**src/rtl/acc_split_pkg.sv**
```systemverilog
package acc_split_pkg;

  // size code -> byte count
  function automatic logic [3:0] size_bytes(input logic [1:0] code);
    return 4'd1 << code;
  endfunction

  // big-endian operand byte index -> byte slot in a right-justified operand
  function automatic logic [2:0] be_slot(input logic [1:0] code, input logic [2:0] b);
    logic [3:0] t;
    t = size_bytes(code) - 4'd1 - {1'b0, b};
    return t[2:0];
  endfunction

endpackage

```
**src/rtl/acc_piece.sv**
```systemverilog
module acc_piece
  import acc_split_pkg::*;
#(
  parameter int AW  = 32,
  parameter int PGB = 12
) (
  input  logic [AW-1:0] addr,
  input  logic [1:0]    size,
  input  logic          fp,
  input  logic          nc,
  input  logic [1:0]    idx,
  output logic [AW-1:0] p_addr,
  output logic [3:0]    p_be,
  output logic          p_wide,
  output logic          p_last,
  output logic          p_tnew,
  output logic          p_newpg
);
  localparam int WW = AW - 2;

  logic [AW-1:0] end_a;
  logic [WW-1:0] pw;
  logic [1:0]    span;
  logic [1:0]    lo, hi;

  always_comb begin
    end_a  = addr + AW'(size_bytes(size)) - AW'(1);
    span   = 2'(end_a[AW-1:2] - addr[AW-1:2]);
    pw     = addr[AW-1:2] + WW'(idx);
    p_wide = fp && (size == 2'd3) && (addr[2:0] == 3'b000);
    p_last = p_wide || (idx == span);
    p_addr = p_wide ? {addr[AW-1:3], 3'b000} : {pw, 2'b00};
    lo     = (idx == 2'd0) ? addr[1:0] : 2'd0;
    hi     = (idx == span) ? end_a[1:0] : 2'd3;
    for (int i = 0; i < 4; i++) begin
      p_be[i] = p_wide || ((2'(i) >= lo) && (2'(i) <= hi));
    end
    p_tnew  = (idx == 2'd0) || (nc && !p_wide && !pw[0]);
    p_newpg = (idx != 2'd0) && (p_addr[PGB-1:2] == '0);
  end
endmodule

```
**src/rtl/acc_lanes.sv**
```systemverilog
module acc_lanes
  import acc_split_pkg::*;
(
  input  logic [2:0]  req_lo,
  input  logic [1:0]  size,
  input  logic [2:0]  p_off,
  input  logic [3:0]  p_be,
  input  logic        p_wide,
  input  logic [63:0] wdata,
  input  logic [63:0] rdata,
  input  logic [63:0] acc_in,
  output logic [63:0] wdata_o,
  output logic [63:0] acc_o
);
  logic [7:0] en8;
  logic [2:0] b, pos;

  always_comb begin
    en8     = p_wide ? 8'hFF : {4'b0000, p_be};
    wdata_o = '0;
    acc_o   = acc_in;
    b       = '0;
    pos     = '0;
    for (int j = 0; j < 8; j++) begin
      b   = 3'(p_off + 3'(j) - req_lo);
      pos = be_slot(size, b);
      if (en8[j]) begin
        wdata_o[{3'(j), 3'b000} +: 8] = wdata[{pos, 3'b000} +: 8];
        acc_o[{pos, 3'b000} +: 8]     = rdata[{3'(j), 3'b000} +: 8];
      end
    end
  end
endmodule

```
**src/rtl/acc_split.sv**
```systemverilog
module acc_split #(
  parameter int AW  = 32,
  parameter int PGB = 12
) (
  input  logic          clk,
  input  logic          rst_n,
  input  logic          req_valid,
  output logic          req_ready,
  input  logic [AW-1:0] req_addr,
  input  logic [1:0]    req_size,
  input  logic          req_store,
  input  logic          req_fpdbl,
  input  logic          req_nocache,
  input  logic [63:0]   req_wdata,
  output logic          bus_valid,
  input  logic          bus_ready,
  output logic [AW-1:0] bus_addr,
  output logic [3:0]    bus_be,
  output logic          bus_wide,
  output logic          bus_tnew,
  output logic          bus_store,
  output logic [63:0]   bus_wdata,
  input  logic [63:0]   bus_rdata,
  input  logic          pg_ok,
  output logic          rsp_valid,
  output logic [63:0]   rsp_data,
  output logic          flt_valid,
  output logic [AW-1:0] flt_addr,
  output logic [1:0]    flt_done
);
  logic          busy;
  logic [AW-1:0] r_addr;
  logic [1:0]    r_size, r_idx;
  logic          r_st, r_fp, r_nc;
  logic [63:0]   r_wdata, acc;

  // current request view: latched when busy, live port when idle
  logic [AW-1:0] c_addr;
  logic [1:0]    c_size, c_idx;
  logic          c_st, c_fp, c_nc;
  logic [63:0]   c_wdata, acc_base, merged;

  // named events for the checker
  logic take, active, fault_now, handshake, p_last, p_newpg;

  assign c_addr   = busy ? r_addr  : req_addr;
  assign c_size   = busy ? r_size  : req_size;
  assign c_st     = busy ? r_st    : req_store;
  assign c_fp     = busy ? r_fp    : req_fpdbl;
  assign c_nc     = busy ? r_nc    : req_nocache;
  assign c_wdata  = busy ? r_wdata : req_wdata;
  assign c_idx    = busy ? r_idx   : 2'd0;
  assign acc_base = busy ? acc     : '0;

  acc_piece #(.AW(AW), .PGB(PGB)) u_piece (
    .addr(c_addr), .size(c_size), .fp(c_fp), .nc(c_nc), .idx(c_idx),
    .p_addr(bus_addr), .p_be(bus_be), .p_wide(bus_wide), .p_last(p_last),
    .p_tnew(bus_tnew), .p_newpg(p_newpg)
  );

  acc_lanes u_lanes (
    .req_lo(c_addr[2:0]), .size(c_size), .p_off(bus_addr[2:0]), .p_be(bus_be),
    .p_wide(bus_wide), .wdata(c_wdata), .rdata(bus_rdata), .acc_in(acc_base),
    .wdata_o(bus_wdata), .acc_o(merged)
  );

  assign req_ready = !busy;
  assign take      = req_valid && !busy;
  assign active    = busy || req_valid;
  assign fault_now = active && p_newpg && !pg_ok;
  assign bus_valid = active && !fault_now;
  assign bus_store = c_st;
  assign handshake = bus_valid && bus_ready;

  always_ff @(posedge clk) begin
    if (!rst_n) begin
      busy <= 1'b0; r_addr <= '0; r_size <= '0; r_idx <= '0;
      r_st <= 1'b0; r_fp <= 1'b0; r_nc <= 1'b0; r_wdata <= '0; acc <= '0;
      rsp_valid <= 1'b0; rsp_data <= '0;
      flt_valid <= 1'b0; flt_addr <= '0; flt_done <= '0;
    end else begin
      rsp_valid <= 1'b0;
      flt_valid <= 1'b0;
      if (take) begin
        r_addr <= req_addr; r_size <= req_size; r_st <= req_store;
        r_fp <= req_fpdbl; r_nc <= req_nocache; r_wdata <= req_wdata;
      end
      if (handshake) begin
        acc <= merged;
        if (p_last) begin
          busy      <= 1'b0;
          rsp_valid <= 1'b1;
          rsp_data  <= c_st ? 64'd0 : merged;
        end else begin
          busy  <= 1'b1;
          r_idx <= c_idx + 2'd1;
        end
      end else if (fault_now) begin
        busy      <= 1'b0;
        flt_valid <= 1'b1;
        flt_addr  <= bus_addr;
        flt_done  <= c_idx;
      end else if (take) begin
        busy  <= 1'b1;
        r_idx <= 2'd0;
        acc   <= '0;
      end
    end
  end
endmodule

```
**config.mk**
```make
export PLATFORM = sky130hd
export DESIGN_NAME = acc_split
export DESIGN_NICKNAME = d
export VERILOG_FILES = /design/src/rtl/acc_split_pkg.sv /design/src/rtl/acc_piece.sv /design/src/rtl/acc_lanes.sv /design/src/rtl/acc_split.sv
export SDC_FILE = /design/constraint.sdc
export NUM_CORES = 1
export LEC_CHECK = 0
export ABC_AREA = 1
export ABC_CLOCK_PERIOD_IN_PS = 9400
export CAP_MARGIN = 0
export CORE_ASPECT_RATIO = 1.1
export CORE_MARGIN = 3
export CORE_UTILIZATION = 31
export CTS_BUF_LIST = sky130_fd_sc_hd__clkbuf_2
export DETAILED_ROUTE_END_ITERATION = 16
export PLACE_DENSITY = 0.54
export SYNTH_ARGS = -nofsm -noshare
export SYNTH_HDL_FRONTEND = slang
export SYNTH_SLANG_ARGS = --single-unit
```
**constraint.sdc**
```tcl
create_clock -name clk -period 9.4 [get_ports clk]
set_input_delay 2.82 -clock clk [delete_from_list [all_inputs] [get_ports clk]]
set_output_delay 2.82 -clock clk [all_outputs]
set_load 0.03 [all_outputs]
```
# [Yosys cells after proc, flatten, opt, wreduce, memory -nomap -nowiden]
# Index checks and enable logic that the tools add are counted.
[totals] mem_bits_ro=0 word_cells=178 ramBits=0 n_memories=0 in_bits=170 out_inout_bits=205 register_bits=268 latch_bits=0
[classes] n_eq_ne=4 reduce_logical=38 div_mod_pow=0 bitwise_logic=2 add_sub_neg=37 n_lt_le_gt_ge=8 multipliers=0 shifts=25 mux=50
[ops] op="64-bit two-way mux" n=14
[ops] op="64-bit bitwise mux" n=8
[ops] op="8-bit by 8-bit variable shift with 64-bit output, first input constant" n=8
[ops] op="64-bit by 7-bit variable part select with 8-bit output" n=8
[ops] op="8-bit by 8-bit variable part select with 64-bit output" n=8
[ops] op="8-bit two-way mux" n=9
[ops] op="32-bit two-way mux" n=2
[ops] op="6-bit negation with 8-bit output" n=8
[ops] op="3-bit subtractor" n=16
[ops] op="30-bit by 2-bit adder with 30-bit output" n=1
[ops] op="2-bit two-way mux" n=8
[ops] op="1-bit logical AND" n=14
[ops] op="3-bit adder, second input constant" n=4
[ops] op="10-bit zero test" n=1
[ops] op="1-bit two-way mux" n=9
[ops] op="2-bit AND reduction" n=4
[ops] op="1-bit logical OR" n=7
[ops] op="3-bit by 2-bit adder with 3-bit output, second input constant" n=2
[ops] op="1-bit zero test" n=5
[ops] op="4-bit adder" n=1
[ops] op="1-bit by 2-bit >= comparator with 1-bit output, first input constant" n=2
[ops] op="2-bit >= comparator, first input constant" n=2
[ops] op="1-bit by 2-bit <= comparator with 1-bit output, first input constant" n=2
[ops] op="2-bit <= comparator, first input constant" n=2
[ops] op="other kinds (17)" n=19

# [Depth between registers and ports, before layout]
# Gate-level depths: netlist (run 1).
[depth] word_depth=27 ltp_mapped=36 depth_no_buf=36

# [Hierarchy]
# A second synthesis (run 1) with hierarchy kept.
[unflattened] cells_unflattened=4461 area_unflattened_um2=24967.7
[modules_own_cells] mod="acc_lanes" seq_area_each_um2=0.0 n_inst=1 area_per_inst_um2=12559.5 cells_per_inst=2654
[modules_own_cells] mod="acc_split" seq_area_each_um2=5365.1 n_inst=1 area_per_inst_um2=10959.3 cells_per_inst=1544
[modules_own_cells] mod="acc_piece" seq_area_each_um2=0.0 n_inst=1 area_per_inst_um2=1448.9 cells_per_inst=263

# [Least setup slack after synthesis (run 1)]
# No wires, ideal clock.
[synth_path] kind="in2out" startpoint="in req_size[1]" endpoint="out bus_wdata[15]" arrival_ps=6164 stages=14 path_buffers=4 setup_slack_ps=416 required_ps=6580 cell_sequence="nand2_1 nand2_1 nor2_1 inv_1 ha_1 clkbuf_1 inv_2 buf_1 clkbuf_1 clkbuf_1 o21ai_0 o21ai_0 inv_1 a211oi_1"
[synth_between] elab_chain_len=12 elab_cells_between_ends=21 cone_classes="7 x add/sub; 1 x order compare; 2 x eq/ne; 2 x shift; 5 x mux; 4 x reduce/logical"
[synth_rtl] item="start, declared" line="acc_split.sv:10" rtl="input logic [1:0] req_size,"
[synth_rtl] item="2-bit two-way mux (*)" line="acc_split.sv:47" rtl="assign c_size = busy ? r_size : req_size;"
[synth_rtl] item="branches (longest 10 deep; another with 3-bit by 1-bit adder with 3-bit output)"
[synth_rtl] item="8-bit two-way mux (*)" line="acc_lanes.sv:27" rtl="if (en8[j]) begin"
[synth_rtl] item="end, declared" line="acc_split.sv:22" rtl="output logic [63:0] bus_wdata,"
# Every way passes the cells marked *.

# [Worst setup path after layout (run 1)]
[layout_path] startpoint="in req_size[1]" endpoint="out bus_wdata[17]"
[layout_between] elab_chain_len=12 elab_cells_between_ends=21 cone_classes="7 x add/sub; 1 x order compare; 2 x eq/ne; 2 x shift; 5 x mux; 4 x reduce/logical"
[layout_rtl] item="2-bit two-way mux (*)" line="acc_split.sv:47"
[layout_rtl] item="branches (longest 10 deep; another with 3-bit by 2-bit adder with 3-bit output)"
[layout_rtl] item="8-bit two-way mux (*)" line="acc_lanes.sv:27"
# Marks and branches as above.

==> results.sh, run 1 <==
export IMPL_grtUsageTotal_pct=29.8
export IMPL_synthDistinctLibCells=55
export IMPL_port_buffers=370
export IMPL_die_x_um=267
export IMPL_die_h_um=293
export IMPL_netlist_area_mm2=0.0232
export IMPL_outcome="finished clean"
export IMPL_via_per_inst=5.29
export IMPL_rows=104
export IMPL_synth_warning_count=0
export IMPL_period_needed_ps=9160
export IMPL_setup_viol=0
export IMPL_seq_area_mm2=0.00533
export IMPL_crit_buf_inv=6
export IMPL_r2r_end="acc[15]"
export IMPL_power_density_mw_per_mm2=302
export IMPL_end_kind="primary output"
export IMPL_hold_viol=0
export IMPL_cp_required_ps=6580
export IMPL_synth_edff_count=0
export IMPL_arrival_ps=6340
export IMPL_cts_resized=0
export IMPL_max_freq_ghz=0.109
export IMPL_initial_utilization_pct=31.5
export IMPL_cts_tree="built"
export IMPL_vias=28879
export IMPL_place_congestion=1.00
export IMPL_postSynth_asyncResetShare_pct=0
export IMPL_max_cap_violations=0
export IMPL_reg2reg_depth=23
export IMPL_slew_headroom_pct=27.6
export IMPL_final_nets=4657
export IMPL_synth_area_leaders="dfxtp_1 (23%), nand2_1 (20%), o21ai_0 (11%)"
export IMPL_syn_inst=4164
export IMPL_io_pins=375
export IMPL_root_buffer="clkbuf_2"
export IMPL_power_total_mw=8.52
export IMPL_rsz0062_at_grt="no"
export IMPL_drc=0
export IMPL_core_area_mm2=0.0737
export IMPL_startpoint_type="input pin"
export IMPL_numCtsBuffers=80
export IMPL_critPathMaxFanout=10
export IMPL_hold_end="flt_addr[6]"
export IMPL_drtIter0Drc=2776
export IMPL_reg2reg_from="busy"
export IMPL_dr_pass1_iters=6
export IMPL_dieArea_mm2=0.0782
export IMPL_critPathKind="in -> out"
export IMPL_h_tree_depth=3
export IMPL_ys_flop_type="dfxtp_1"
export IMPL_n_fill_cell=8406
export IMPL_hp_start="flt_addr[6]"
export IMPL_netlist_top_cell_by_area="dfxtp_1"
export IMPL_cts_sinks=266
export IMPL_cpLargestDelayFamily="adder cells"
export IMPL_postRouteAntennaNets=0
export IMPL_skew_ps=141
export IMPL_path_depth=19
export IMPL_utilization_pct=38.3
export IMPL_syn2layout_area_growth_pct=21.5
export IMPL_reg2reg_slack_ps=3030
export IMPL_post_cts_buffers=0
export IMPL_hold_class="reg -> reg"
export IMPL_crit_path_top_delay_cell="fa_1"
export IMPL_fin_setup_tns_ps=0
export IMPL_multi_input_area_mm2=0.0149
export IMPL_ys_ff_latch=266
export IMPL_dpl_hpwl_um=94800
export IMPL_drive_above_1_share_pct=7.34
export IMPL_cpPeakStageDelay_ps=480
export IMPL_wl_per_cell_um=22.2
export IMPL_tightestPinTransition_ps=1080
export IMPL_postCtsHoldBufs=0
export IMPL_clk_path_buf_depth=3
export IMPL_yosysSeqAreaShare_pct=23.0
export IMPL_clk_latency_ps=1140
export IMPL_path_cells="clkdlybuf4s50_1, nand2_1, nand2_1, inv_1, nand2_1, ha_1, inv_1, ha_1, inv_1, fa_1, ha_1, xor2_1, inv_1, nand2_1, o22ai_1, nand2_2, o21ai_0, nor2_1, buf_12"
export IMPL_dp_cells=5315
export IMPL_syn_area_per_cell_um2=5.57
export IMPL_finalNonFillerCells=5455
export IMPL_grt_first_pass_wirelength_um=174000
export IMPL_gr_total_overflow=0
export IMPL_antenna_found_initial=5
export IMPL_ir_drop_uv=198
export IMPL_holdPathStages=2
export IMPL_yosysTopAreaCellShare_pct=23.0
export IMPL_finalCritPeriodShare_pct=97.5
export IMPL_path_clk_slew_ps=90
export IMPL_grt_pass1_vias=26940
export IMPL_final_max_slew_viol_count=0
export IMPL_grt_max_degree=98
export IMPL_p_leak_nw=12.8
export IMPL_wl_um=121000
## logic make-up after synthesis
group / Yosys count / synth area share (%)
mux: 37 / 1.60
other cells: 1 / 0.0162
fa+ha+maj: 44 / 2.50
xor+xnor: 28 / 1.06
compound gates: 963 / 21.8
simple gates: 2054 / 37.1
buf+inv: 771 / 13.0
flops: 266 / 23.0
## cells in the mapped netlist (all sizes together) (20+ instances only)
master / instances
ha: 40
nand4: 30
nand3: 273
dfxtp: 266
nor2: 290
nor3: 149
a21oi: 333
or2: 25
buf: 74
o21ai: 538
inv: 527
nand2: 1263
mux2i: 37
a211oi: 20
o21bai: 25
clkbuf: 158
## area by class of cell
cell class | count | area share, %
clock buffer | 109 | 1.94
sequential | 266 | 18.9
multi-input combinational | 3130 | 52.9
inverter | 539 | 7.21
timing repair buffer | 426 | 14.3
antenna | 7 | 0.0622
clock inverter | 24 | 0.431
tap | 954 | 4.24
## through the flow
step	cell area (um2)	worst slack (ps)	hold WS (ps)
finish	28200	240	440
global route	28200	4.91	461
CTS	28100	163	445
detailed placement	27500	178	432
global placement	27500	178	426
floorplan	23200	416	425
## registers in the layout, summed over array words and instances (netlist names)
register	cells
r_addr	32
r_st	1
rsp_data	64
flt_done	2
r_wdata	64
r_size	2
flt_addr	30
r_nc	1
r_fp	1
acc	64
rsp_valid	1
r_idx	2
flt_valid	1
busy	1
## worst max-delay path by stage
stage	end	from
after floorplan	bus_wdata[15]	req_size[1]
after global placement	bus_addr[20]	req_addr[2]
after detailed placement	bus_wdata[17]	req_size[1]
after CTS	bus_addr[20]	req_addr[2]
after global routing	bus_addr[31]	req_addr[3]
final	bus_wdata[17]	req_size[1]
## power breakdown
group	leakage [nW]	switching, mW	internal, mW	total, mW
Clock	0.501	0.559	0.318	0.877
Sequential	2.17	0.122	1.26	1.38
Combinational	10.2	4.56	1.71	6.27
## worst min-delay path, stage by stage (launching register included)
cell and delay (ps):
dfxtp_1 320, nand2_1 50, nor2_1 30
## metal layers
metal | up-vias | wire length, um | global-route usage [%]
li1 | 14037 | - | -
met1 | 13347 | 49200 | 36.9
met2 | 1243 | 55500 | 49.4
met3 | 250 | 9310 | 5.15
met4 | 2 | 7260 | 16.0
met5 | - | 12 | 0
## layout by cell type, fill, tap and decap left out, types with 7 or more instances in the layout
cell type	Yosys	routed
or2_2	22	22
dfxtp_1	266	265
inv_2	10	8
xnor2_1	9	9
nor4_1	12	11
o21bai_1	25	25
buf_12	0	10
xor2_1	19	19
mux2i_1	37	37
nand4_1	28	28
clkinv_1	12	28
inv_1	516	515
nand2_2	11	13
nand2_1	1251	1249
diode_2	0	7
nor2_1	284	284
o211ai_1	15	15
a21oi_1	333	333
ha_1	40	39
o21ai_0	523	523
nand3_1	267	267
buf_4	15	130
clkbuf_2	0	109
clkdlybuf4s50_1	0	284
a211oi_1	20	20
o21ai_1	15	15
nor3_1	147	147
No activity file was read; power rests on OpenSTA's default activity.
==> inputs of run 2 (changes only) <==
--- a/config.mk
+++ b/config.mk
@@ -13,7 +13,8 @@
 export CORE_UTILIZATION = 31
 export CTS_BUF_LIST = sky130_fd_sc_hd__clkbuf_2
 export DETAILED_ROUTE_END_ITERATION = 16
-export PLACE_DENSITY = 0.54
+export GPL_TIMING_DRIVEN = 0
+export PLACE_DENSITY = 0.49
 export SYNTH_ARGS = -nofsm -noshare
 export SYNTH_HDL_FRONTEND = slang
 export SYNTH_SLANG_ARGS = --single-unit
==> run 2 against run 1 <==
Clock-buffer cell count increased by 4. Utilization increased by 1.6 points. Sequential power about the same. Setup slack got worse by 210 ps.
==> results.sh, run 2 (synthesis gave the netlist of run 1 again) <==
export IMPL_clk_path_buf_depth=3
export IMPL_wl_per_cell_um=25.9
export IMPL_final_max_slew_viol_count=0
export IMPL_largestRegisters="acc (64), r_wdata (64), rsp_data (64)"
export IMPL_max_cap_violations=0
export IMPL_io_pins=375
export IMPL_period_needed_ps=9370
export IMPL_switching_share_pct=62.9
export IMPL_layout_commonest_cell="nand2_1"
export IMPL_dieArea_mm2=0.0782
export IMPL_dr_pass1_iters=5
export IMPL_arrival_ps=6550
export IMPL_numCtsBuffers=75
export IMPL_power_total_mw=9.28
export IMPL_whs_ps=437
export IMPL_finalCritPeriodShare_pct=99.7
export IMPL_root_buffer="clkbuf_2"
export IMPL_antenna_found_initial=1
export IMPL_p_leak_nw=13.3
export IMPL_drc=0
export IMPL_path_cells="clkdlybuf4s50_1, nand2_1, nand2_2, nor2_1, inv_1, ha_4, clkbuf_8, inv_4, clkbuf_4, clkbuf_4, clkbuf_8, o21ai_0, o21ai_0, inv_1, a21oi_1, clkdlybuf4s15_2"
export IMPL_initial_utilization_pct=31.5
export IMPL_crit_path_top_delay_cell="clkdlybuf4s50_1"
export IMPL_cpPeakStageDelay_ps=460
export IMPL_clk_latency_ps=1140
export IMPL_cp_required_ps=6580
export IMPL_grt_first_pass_wirelength_um=203000
export IMPL_skew_ps=144
export IMPL_die_x_um=267
export IMPL_syn2layout_area_growth_pct=26.7
export IMPL_slew_headroom_pct=16.8
export IMPL_rsz0062_at_grt="no"
export IMPL_core_area_mm2=0.0737
export IMPL_postCtsHoldBufs=0
export IMPL_drive_above_1_share_pct=8.60
export IMPL_seqPwrFrac_pct=15.1
export IMPL_place_congestion=1.02
export IMPL_h_tree_depth=3
export IMPL_outcome="finished clean"
export IMPL_final_nets=4843
export IMPL_grt_pass1_vias=28927
export IMPL_cts_tree="built"
export IMPL_postRouteAntennaNets=0
export IMPL_grtUsageTotal_pct=36.0
export IMPL_end_kind="primary output"
export IMPL_path_clk_slew_ps=100
export IMPL_wl_um=146000
export IMPL_hold_class="reg -> reg"
export IMPL_combPwrFrac_pct=74.9
export IMPL_p_int_mw=3.44
export IMPL_utilization_pct=39.9
export IMPL_vias=30535
export IMPL_power_density_mw_per_mm2=316
export IMPL_critPathMaxFanout=10
export IMPL_setup_viol=0
export IMPL_max_freq_ghz=0.107
export IMPL_crit_buf_inv=9
export IMPL_gr_total_overflow=0
export IMPL_grt_max_degree=20
export IMPL_layout_common_cells="nand2_1 (1247), inv_1 (514), o21ai_0 (504)"
export IMPL_hold_viol=0
export IMPL_cts_sinks=266
export IMPL_drtIter0Drc=2789
export IMPL_tightestPinTransition_ps=1240
export IMPL_port_buffers=370
export IMPL_cpLargestDelayFamily="buffers and inverters"
export IMPL_final_cell_area_mm2=0.0294
export IMPL_ir_drop_uv=130
export IMPL_dpl_hpwl_um=121000
export IMPL_switchingPower_mw=5.84
export IMPL_via_per_inst=5.41
export IMPL_placed_cell_area_mm2=0.0281
export IMPL_startpoint_type="input pin"
export IMPL_power_frac_clock_pct=10.0
export IMPL_rows=104
export IMPL_critPathKind="in -> out"
export IMPL_die_h_um=293
-- run 2: area by class of cell --
| type | instances | area [um2] |
|---|---|---|
| fill | 8396 | 44300 |
| inverter | 539 | 2040 |
| multi-input combinational | 3130 | 15300 |
| tap | 954 | 1190 |
| buffer | 230 | 1150 |
| antenna | 6 | 15.0 |
| clock inverter | 19 | 133 |
| clock buffer | 113 | 566 |
| sequential | 266 | 5330 |
| timing repair buffer | 387 | 3690 |
-- run 2: path summary, 6_finish.rpt --
kind	startpoint	slack, ps	endpoint	cells past startpoint
max	req_size[1]	30	bus_wdata[43]	16
min reg2reg	flt_addr[10]	440	flt_addr[10]	2
max reg2reg	busy	3270	rsp_data[2]	27
min	flt_addr[10]	440	flt_addr[10]	2
-- run 2: power groups by stage --
stage | combinational (mW) | clock, mW | sequential [mW]
2_1_floorplan | 3.76 | 0 | 1.37
3_3_place_gp | 6.56 | 0 | 1.43
3_5_place_dp | 6.52 | 0 | 1.43
4_1_cts | 6.74 | 0.958 | 1.40
5_1_grt | 7.32 | 1.01 | 1.40
6_report | 6.95 | 0.927 | 1.40
-- run 2: what timing repair did --
item,4_1_cts,5_1_grt
setup endpoints to repair,98,78
resized for setup,288,148
pin swaps,1,6
setup buffers,10,7
-- run 2: routing by layer --
| layer | routed length, um | up-vias | global-route usage [%] |
|---|---|---|---|
| met4 | 14000 | 0 | 29.2 |
| met1 | 56700 | 14330 | 43.0 |
| met5 | 0 | - | 0 |
| li1 | - | 14427 | - |
| met3 | 9880 | 363 | 4.56 |
| met2 | 65700 | 1415 | 58.3 |
-- run 2: per-stage QoR --
step / setup TNS [ps] / setup slack, ps / std cells
floorplan: 0 / 416 / 4167
global placement: -295720 / -2930 / 5491
detailed placement: -279200 / -2870 / 5491
CTS: -425 / -122 / 5631
global route: 0 / 0.409 / 5640
finish: 0 / 25.1 / 5644
-- run 2: worst reg2reg max path: cells and delay by family, from the launching register on --
family                     cells  cell delay [ps]
DFF                            1              480
AOI/OAI and AO/OA              2              350
and+or+nand+nor               13             2340
buffers and inverters         10             2380
adders and majority gates      2              600
